[src/rtl/scwbi_pkg.sv]
package scwbi_pkg;

  // secondary line coherence codes
  localparam logic [2:0] SC_INVALID      = 3'd0;
  localparam logic [2:0] SC_CLEAN_EXCL   = 3'd1;
  localparam logic [2:0] SC_DIRTY_EXCL   = 3'd2;
  localparam logic [2:0] SC_SHARED       = 3'd3;
  localparam logic [2:0] SC_DIRTY_SHARED = 3'd4;

  typedef enum logic [2:0] {
    C_IDLE  = 3'd0,
    C_TAG   = 3'd1,
    C_PROBE = 3'd2,
    C_CMP   = 3'd3,
    C_WB    = 3'd4,
    C_INV   = 3'd5
  } ctl_state_e;

  function automatic logic sc_needs_wb(input logic [2:0] s);
    return (s == SC_DIRTY_EXCL) || (s == SC_DIRTY_SHARED);
  endfunction

endpackage

[src/rtl/scwbi_merge.sv]
module scwbi_merge #(
  parameter int TAG_W  = 20,
  parameter int DATA_W = 32
) (
  input  logic [TAG_W-1:0]  line_tag,
  input  logic [DATA_W-1:0] sec_data,
  input  logic              prm_valid,
  input  logic              prm_dirty,
  input  logic [TAG_W-1:0]  prm_tag,
  input  logic [DATA_W-1:0] prm_data,
  output logic              hit,
  output logic              take_prm,
  output logic [DATA_W-1:0] beat_data
);

  always_comb begin
    hit       = prm_valid && (prm_tag == line_tag);
    take_prm  = hit && prm_dirty;
    beat_data = take_prm ? prm_data : sec_data;
  end

endmodule

[src/rtl/scwbi_linebuf.sv]
module scwbi_linebuf #(
  parameter int DEPTH  = 4,
  parameter int DATA_W = 32,
  localparam int SEL_W = (DEPTH > 1) ? $clog2(DEPTH) : 1
) (
  input  logic              clk,
  input  logic              rst_n,
  input  logic              wr_en,
  input  logic [SEL_W-1:0]  wr_sel,
  input  logic [DATA_W-1:0] wr_data,
  input  logic [SEL_W-1:0]  rd_sel,
  output logic [DATA_W-1:0] rd_data
);

  logic [DATA_W-1:0] ent_q [DEPTH];

  for (genvar g = 0; g < DEPTH; g++) begin : g_ent
    logic ent_ce;
    assign ent_ce = wr_en && (wr_sel == SEL_W'(g));
    always_ff @(posedge clk or negedge rst_n) begin
      if (!rst_n)      ent_q[g] <= '0;
      else if (ent_ce) ent_q[g] <= wr_data;
    end
  end

  assign rd_data = ent_q[rd_sel];

endmodule

[src/rtl/scwbi_fsm.sv]
module scwbi_fsm
  import scwbi_pkg::*;
#(
  parameter int IDX_W  = 8,
  parameter int TAG_W  = 20,
  parameter int PIDX_W = 6,
  parameter int SUB_N  = 4,
  localparam int BEAT_W = (SUB_N > 1) ? $clog2(SUB_N) : 1
) (
  input  logic              clk,
  input  logic              rst_n,
  input  logic              req_valid,
  input  logic [IDX_W-1:0]  req_idx,
  input  logic [TAG_W-1:0]  tag_in,
  input  logic [2:0]        state_in,
  input  logic [PIDX_W-1:0] pidx_in,
  input  logic              mem_wack,
  output ctl_state_e        ctl_o,
  output logic [BEAT_W-1:0] beat_o,
  output logic [IDX_W-1:0]  idx_o,
  output logic [TAG_W-1:0]  tag_o,
  output logic [PIDX_W-1:0] pidx_o,
  output logic              wb_o
);

  localparam logic [BEAT_W-1:0] LAST_BEAT = BEAT_W'(SUB_N - 1);

  ctl_state_e        ctl_q, ctl_d;
  logic [BEAT_W-1:0] beat_q, beat_d;
  logic [IDX_W-1:0]  idx_q;
  logic [TAG_W-1:0]  tag_q;
  logic [PIDX_W-1:0] pidx_q;
  logic [2:0]        lst_q;
  logic              idx_ce, meta_ce;

  always_comb begin
    ctl_d   = ctl_q;
    beat_d  = beat_q;
    idx_ce  = 1'b0;
    meta_ce = 1'b0;
    unique case (ctl_q)
      C_IDLE: begin
        if (req_valid) begin
          idx_ce = 1'b1;
          ctl_d  = C_TAG;
        end
      end
      C_TAG: begin
        meta_ce = 1'b1;
        beat_d  = '0;
        ctl_d   = C_PROBE;
      end
      C_PROBE: ctl_d = C_CMP;
      C_CMP: begin
        if (beat_q == LAST_BEAT) begin
          beat_d = '0;
          ctl_d  = sc_needs_wb(lst_q) ? C_WB : C_INV;
        end else begin
          beat_d = beat_q + 1'b1;
          ctl_d  = C_PROBE;
        end
      end
      C_WB: begin
        if (mem_wack) begin
          if (beat_q == LAST_BEAT) begin
            beat_d = '0;
            ctl_d  = C_INV;
          end else begin
            beat_d = beat_q + 1'b1;
          end
        end
      end
      C_INV:   ctl_d = C_IDLE;
      default: ctl_d = C_IDLE;
    endcase
  end

  always_ff @(posedge clk or negedge rst_n) begin
    if (!rst_n) begin
      ctl_q  <= C_IDLE;
      beat_q <= '0;
    end else begin
      ctl_q  <= ctl_d;
      beat_q <= beat_d;
    end
  end

  always_ff @(posedge clk or negedge rst_n) begin
    if (!rst_n)      idx_q <= '0;
    else if (idx_ce) idx_q <= req_idx;
  end

  always_ff @(posedge clk or negedge rst_n) begin
    if (!rst_n) begin
      tag_q  <= '0;
      pidx_q <= '0;
      lst_q  <= SC_INVALID;
    end else if (meta_ce) begin
      tag_q  <= tag_in;
      pidx_q <= pidx_in;
      lst_q  <= state_in;
    end
  end

  assign ctl_o  = ctl_q;
  assign beat_o = beat_q;
  assign idx_o  = idx_q;
  assign tag_o  = tag_q;
  assign pidx_o = pidx_q;
  assign wb_o   = sc_needs_wb(lst_q);

  // writeback phase only entered for a captured dirty state
  a_r2_wb_only_dirty: assert property (@(posedge clk) disable iff (!rst_n)
    (ctl_q == C_WB) |-> (lst_q == SC_DIRTY_EXCL || lst_q == SC_DIRTY_SHARED));

  // probe beats advance by one per compare step
  a_r4_probe_step: assert property (@(posedge clk) disable iff (!rst_n)
    (ctl_q == C_CMP && beat_q != LAST_BEAT) |=> (ctl_q == C_PROBE && beat_q == $past(beat_q) + 1'b1));

endmodule

[src/rtl/scwbi_ctrl.sv]
module scwbi_ctrl
  import scwbi_pkg::*;
#(
  parameter int IDX_W  = 8,
  parameter int TAG_W  = 20,
  parameter int PIDX_W = 6,
  parameter int SUB_N  = 4,
  parameter int DATA_W = 32,
  localparam int BEAT_W  = (SUB_N > 1) ? $clog2(SUB_N) : 1,
  localparam int PADDR_W = PIDX_W + BEAT_W,
  localparam int SADDR_W = IDX_W + BEAT_W,
  localparam int MADDR_W = TAG_W + IDX_W + BEAT_W
) (
  input  logic               clk,
  input  logic               rst_n,
  input  logic               req_valid,
  input  logic [IDX_W-1:0]   req_idx,
  output logic               req_ready,
  output logic               st_rd_en,
  output logic [IDX_W-1:0]   st_idx,
  input  logic [TAG_W-1:0]   st_rd_tag,
  input  logic [2:0]         st_rd_state,
  input  logic [PIDX_W-1:0]  st_rd_pidx,
  output logic               st_wr_en,
  output logic [2:0]         st_wr_state,
  output logic               sd_rd_en,
  output logic [SADDR_W-1:0] sd_rd_addr,
  input  logic [DATA_W-1:0]  sd_rd_data,
  output logic               pp_rd_en,
  output logic               pp_inv_en,
  output logic [PADDR_W-1:0] pp_addr,
  input  logic               pp_rsp_valid,
  input  logic               pp_rsp_dirty,
  input  logic [TAG_W-1:0]   pp_rsp_tag,
  input  logic [DATA_W-1:0]  pp_rsp_data,
  output logic               mem_wvalid,
  output logic [MADDR_W-1:0] mem_waddr,
  output logic [DATA_W-1:0]  mem_wdata,
  output logic               mem_wlast,
  input  logic               mem_wack,
  output logic               done
);

  localparam logic [BEAT_W-1:0] LAST_BEAT = BEAT_W'(SUB_N - 1);

  ctl_state_e        ctl;
  logic [BEAT_W-1:0] beat;
  logic [IDX_W-1:0]  idx;
  logic [TAG_W-1:0]  ltag;
  logic [PIDX_W-1:0] lpidx;
  logic              need_wb;
  logic              hit, take_prm;
  logic [DATA_W-1:0] merged;
  logic              in_cmp;

  scwbi_fsm #(
    .IDX_W (IDX_W),
    .TAG_W (TAG_W),
    .PIDX_W(PIDX_W),
    .SUB_N (SUB_N)
  ) u_fsm (
    .clk      (clk),
    .rst_n    (rst_n),
    .req_valid(req_valid),
    .req_idx  (req_idx),
    .tag_in   (st_rd_tag),
    .state_in (st_rd_state),
    .pidx_in  (st_rd_pidx),
    .mem_wack (mem_wack),
    .ctl_o    (ctl),
    .beat_o   (beat),
    .idx_o    (idx),
    .tag_o    (ltag),
    .pidx_o   (lpidx),
    .wb_o     (need_wb)
  );

  scwbi_merge #(
    .TAG_W (TAG_W),
    .DATA_W(DATA_W)
  ) u_merge (
    .line_tag (ltag),
    .sec_data (sd_rd_data),
    .prm_valid(pp_rsp_valid),
    .prm_dirty(pp_rsp_dirty),
    .prm_tag  (pp_rsp_tag),
    .prm_data (pp_rsp_data),
    .hit      (hit),
    .take_prm (take_prm),
    .beat_data(merged)
  );

  assign in_cmp = (ctl == C_CMP);

  scwbi_linebuf #(
    .DEPTH (SUB_N),
    .DATA_W(DATA_W)
  ) u_buf (
    .clk    (clk),
    .rst_n  (rst_n),
    .wr_en  (in_cmp && need_wb),
    .wr_sel (beat),
    .wr_data(merged),
    .rd_sel (beat),
    .rd_data(mem_wdata)
  );

  always_comb begin
    req_ready   = (ctl == C_IDLE);
    st_rd_en    = (ctl == C_IDLE) && req_valid;
    st_idx      = (ctl == C_IDLE) ? req_idx : idx;
    st_wr_en    = (ctl == C_INV);
    st_wr_state = SC_INVALID;
    sd_rd_en    = (ctl == C_PROBE);
    sd_rd_addr  = {idx, beat};
    pp_rd_en    = (ctl == C_PROBE);
    pp_inv_en   = in_cmp && hit;
    pp_addr     = {lpidx, beat};
    mem_wvalid  = (ctl == C_WB);
    mem_waddr   = {ltag, idx, beat};
    mem_wlast   = (ctl == C_WB) && (beat == LAST_BEAT);
    done        = (ctl == C_INV);
  end

  // a beat waiting for acknowledge is held unchanged
  a_r9_hold_beat: assert property (@(posedge clk) disable iff (!rst_n)
    (mem_wvalid && !mem_wack) |=> (mem_wvalid && $stable(mem_waddr) && $stable(mem_wdata)));

  // completion is a single-cycle pulse
  a_r8_done_pulse: assert property (@(posedge clk) disable iff (!rst_n)
    done |=> !done);

  // after a writeback, completion follows the final acknowledged beat
  a_r8_done_after_last: assert property (@(posedge clk) disable iff (!rst_n)
    (done && $past(mem_wvalid)) |-> $past(mem_wack && mem_wlast));

  // an invalidate only follows a probe read one cycle earlier
  a_r6_inv_after_probe: assert property (@(posedge clk) disable iff (!rst_n)
    pp_inv_en |-> $past(pp_rd_en));

  // the state write carries the Invalid code
  a_r7_write_invalid: assert property (@(posedge clk) disable iff (!rst_n)
    st_wr_en |-> (st_wr_state == SC_INVALID));

endmodule

[config.mk]
export PLATFORM = sky130hd
export DESIGN_NAME = scwbi_ctrl
export DESIGN_NICKNAME = d
export VERILOG_FILES = /design/src/rtl/scwbi_pkg.sv /design/src/rtl/scwbi_merge.sv /design/src/rtl/scwbi_linebuf.sv /design/src/rtl/scwbi_fsm.sv /design/src/rtl/scwbi_ctrl.sv
export SDC_FILE = /design/constraint.sdc
export NUM_CORES = 1
export LEC_CHECK = 0
export ABC_AREA = 1
export CAP_MARGIN = 10
export CORE_MARGIN = 3
export CORE_UTILIZATION = 54
export CTS_CLUSTER_SIZE = 25
export DETAILED_ROUTE_END_ITERATION = 7
export MAX_ROUTING_LAYER = met4
export PLACE_DENSITY = 0.87
export SLEW_MARGIN = 20
export SYNTH_ARGS = -nofsm -noshare
export SYNTH_HDL_FRONTEND = slang
export SYNTH_SLANG_ARGS = --single-unit
[constraint.sdc]
create_clock -name clk -period 3.58 [get_ports clk]
set_input_delay 0.537 -clock clk [delete_from_list [all_inputs] [get_ports clk]]
set_output_delay 0.537 -clock clk [all_outputs]
set_load 0.02 [all_outputs]
==> summary.md <==
| Metric | Value |
|---|---|
| Most common cell after layout, fill and taps aside | `nand2_1` |
| Synth top area share | `0.474` |
| CTS tree | `yes` |
| Drt drc | `0` |
| RSZ-0062 raised after global routing | `false` |
| CTS root buffer | `clkbuf_16` |
| Vias per inst | `5.67` |
| Period utilization | `0.887` |
| Area Growth Syn to Fin | `32.2%` |
| Arrival @ worst endpoint | `2640 ps` |
| Internal Pwr Total | `6340 uW` |
| Setup WS pre-CTS | `682 ps` |
| Netlist cell types | `34` |
| Die width | `135 um` |
| Largest net degree at the start of global routing | `88` |
| Longest Clk Path Bufs | `2` |
| Die height | `135 um` |
| Hold WC Path Type | `input pin to asynchronous set/reset pin` |
| Final setup margin | `406 ps` |
| Post-layout util | `0.740` |
| Total gr overflow | `0` |
| Antenna violations before repair | `0` |
| Most area-consuming cells after synthesis | `dfrtp_1 47%, nand2_1 16%, nand3_1 7.5%` |
| Maximum VDD drop | `0.000558 V` |
| Avg WL per Cell | `17.6 um` |
| Die area | `18200 um^2` |
| FF/Latch Area | `4260 um^2` |
| Pre-Repair DR Iteration Count | `5` |
| Total CTS buffers | `17` |
| Via count | `9143` |
| Worst-Skew Late Latency | `430 ps` |
| Fill count | `1231` |
| # hold bufs at CTS | `0` |
| Multi-input logic area | `3860 um^2` |
| Clock sinks | `170` |
| Setup TNS | `0 ps` |
| WL final | `28400 um` |
| Row cnt | `46` |
| Post-synthesis cell area | `8980 um^2` |
| WS Path Type | `register to primary output` |
| MaxCap Viol Count | `0` |
| Crit path time final | `3170 ps` |
| Layout cells sized above 1 | `0.0709` |
| Final Setup Violations | `0` |
| Startpoint types | `register` |
| Post_cts resized | `0` |
| CP Data Required Time | `3040 ps` |
| Num ports | `227` |
| H-tree depth | `4` |
| Maximum clock frequency | `315 MHz` |
| Worst Tran Pin Value | `822 ps` |
| Syn avg cell area | `7.46 um^2` |
| Synthesis-stage register bit count | `170` |
| Number of I/O port buffers | `223` |
| Switching fraction of total power | `0.416` |
| Sw power | `4520 uW` |
| Post-synthesis sequential area ratio | `0.474` |
| Fin. max-slew vios | `0` |
| Power, Total | `10900 uW` |
| Net count, final | `1514` |
| Ant. Diodes | `0` |
| Initial DRC Count | `964` |
| Yosys warnings | `0` |
| Commonest cells after routing, fill and taps aside | `389 x nand2_1, 222 x clkdlybuf4s50_1, 169 x dfrtp_1` |
| Final hold vios | `0` |
| Crit path max fanout | `69` |
| CORE AREA | `16100 um^2` |
| Clk_skew | `12.0 ps` |
| PwrDens | `914 nW/um^2` |
| ANT nets after route | `0` |
| Initial Util | `0.559` |
| Hpwl dp | `17800 um` |
| Placed insts | `1580` |
| First-pass GRT wire length | `45600 um` |
| Status | `finished clean` |
| Worst-path clk slew | `70 ps` |
| Clock share of power | `0.189` |
| Slew HR | `0.452` |
| Post-CTS Setup Repair Bufs | `0` |
| Reg power frac | `0.321` |
| Gate power share | `0.491` |
| Vias in the first global route | `9076` |
| Lkg Pwr | `0.00586 uW` |
| CP Capture Type | `primary output` |
| Finished Layout Cells | `1612` |
| Cells after synthesis | `1204` |
| Gr usage total | `0.323` |
| GP Congestion | `0.912` |
| Dominant cell type by area after synthesis | `dfrtp_1` |
cell type report:
cell class	count	share of cell area
flip-flops and latches	170	0.358
multi-input cells	837	0.325
repair buffers	239	0.201
inverters	118	0.0376
clock buffers	18	0.0370
well taps	216	0.0228
clock inverters	14	0.0182
per-stage QoR:
stage	hold slack [ps]	area (um^2)
floorplan	241	8990
global placement	457	11200
detailed placement	460	11200
CTS	211	11900
global route	230	11900
finish	176	11900
sequential cells by signal, indices dropped and copies added (netlist names):
register / count
u_buf.ent_q: 128
u_fsm.tag_o: 20
u_fsm.idx_o: 8
u_fsm.pidx_o: 6
u_fsm.ctl_o: 3
u_fsm.lst_q: 3
u_fsm.beat_o: 2
logic make-up after synthesis:
group,synth area share
AOI/OAI and AO/OA,0.0808
xor gates and xnor gates,0.00585
and+or+nand+nor,0.334
adders and majority gates,0.00557
DFF,0.474
other,0.000417
buffers and inverters,0.0999
per-layer routing:
layer  share of wire  vias to the layer above  track usage
met5               0                        -            -
met4           0.022                        0        0.113
met3            0.10                       71       0.0756
met2            0.49                      597        0.521
met1            0.39                     4273        0.405
li1                -                     4202            -
cell usage after synthesis, drive strengths merged:
cell    count
o21ai      98
conb        1
nor3        6
o221ai      1
nor2       84
nand2     422
inv       114
ha          4
buf        46
or2         3
clkinv      4
a311oi      1
xor2        4
o211ai      1
nand3     135
o22ai      32
xnor2       2
nand4      37
clkbuf     35
dfrtp     170
nor4        2
a21oi       2
final timing paths:
path / end / from / cells after the start / slack [ps]
max in group asynchronous: u_buf.ent_q[13] / rst_n / 2 / 2580
min in group clk: u_buf.ent_q[91] / u_buf.ent_q[91] / 2 / 470
min reg2reg: u_buf.ent_q[91] / u_buf.ent_q[91] / 2 / 470
min: u_fsm.idx_o[1] / rst_n / 1 / 180
max: mem_wlast / u_fsm.beat_o[0] / 5 / 410
max reg2reg: u_buf.ent_q[86] / u_fsm.beat_o[0] / 6 / 900
power groups by stage:
| stage | Clock (uW) | Sequential (uW) | Combinational (uW) |
|---|---|---|---|
| final | 2050 | 3480 | 5330 |
| after global routing | 2140 | 3580 | 5800 |
| after CTS | 2050 | 3460 | 5320 |
| after detailed placement | 0 | 3460 | 5260 |
| after global placement | 0 | 3440 | 5160 |
| after floorplan | 0 | 3590 | 2950 |
critical path: stages (launching register included):
cell and delay [ps]:
dfrtp_2 360, buf_4 610, ha_1 340, inv_1 110, nor2_1 120, clkdlybuf4s50_1 650
Note: power is estimated with default switching activity, not from simulation.
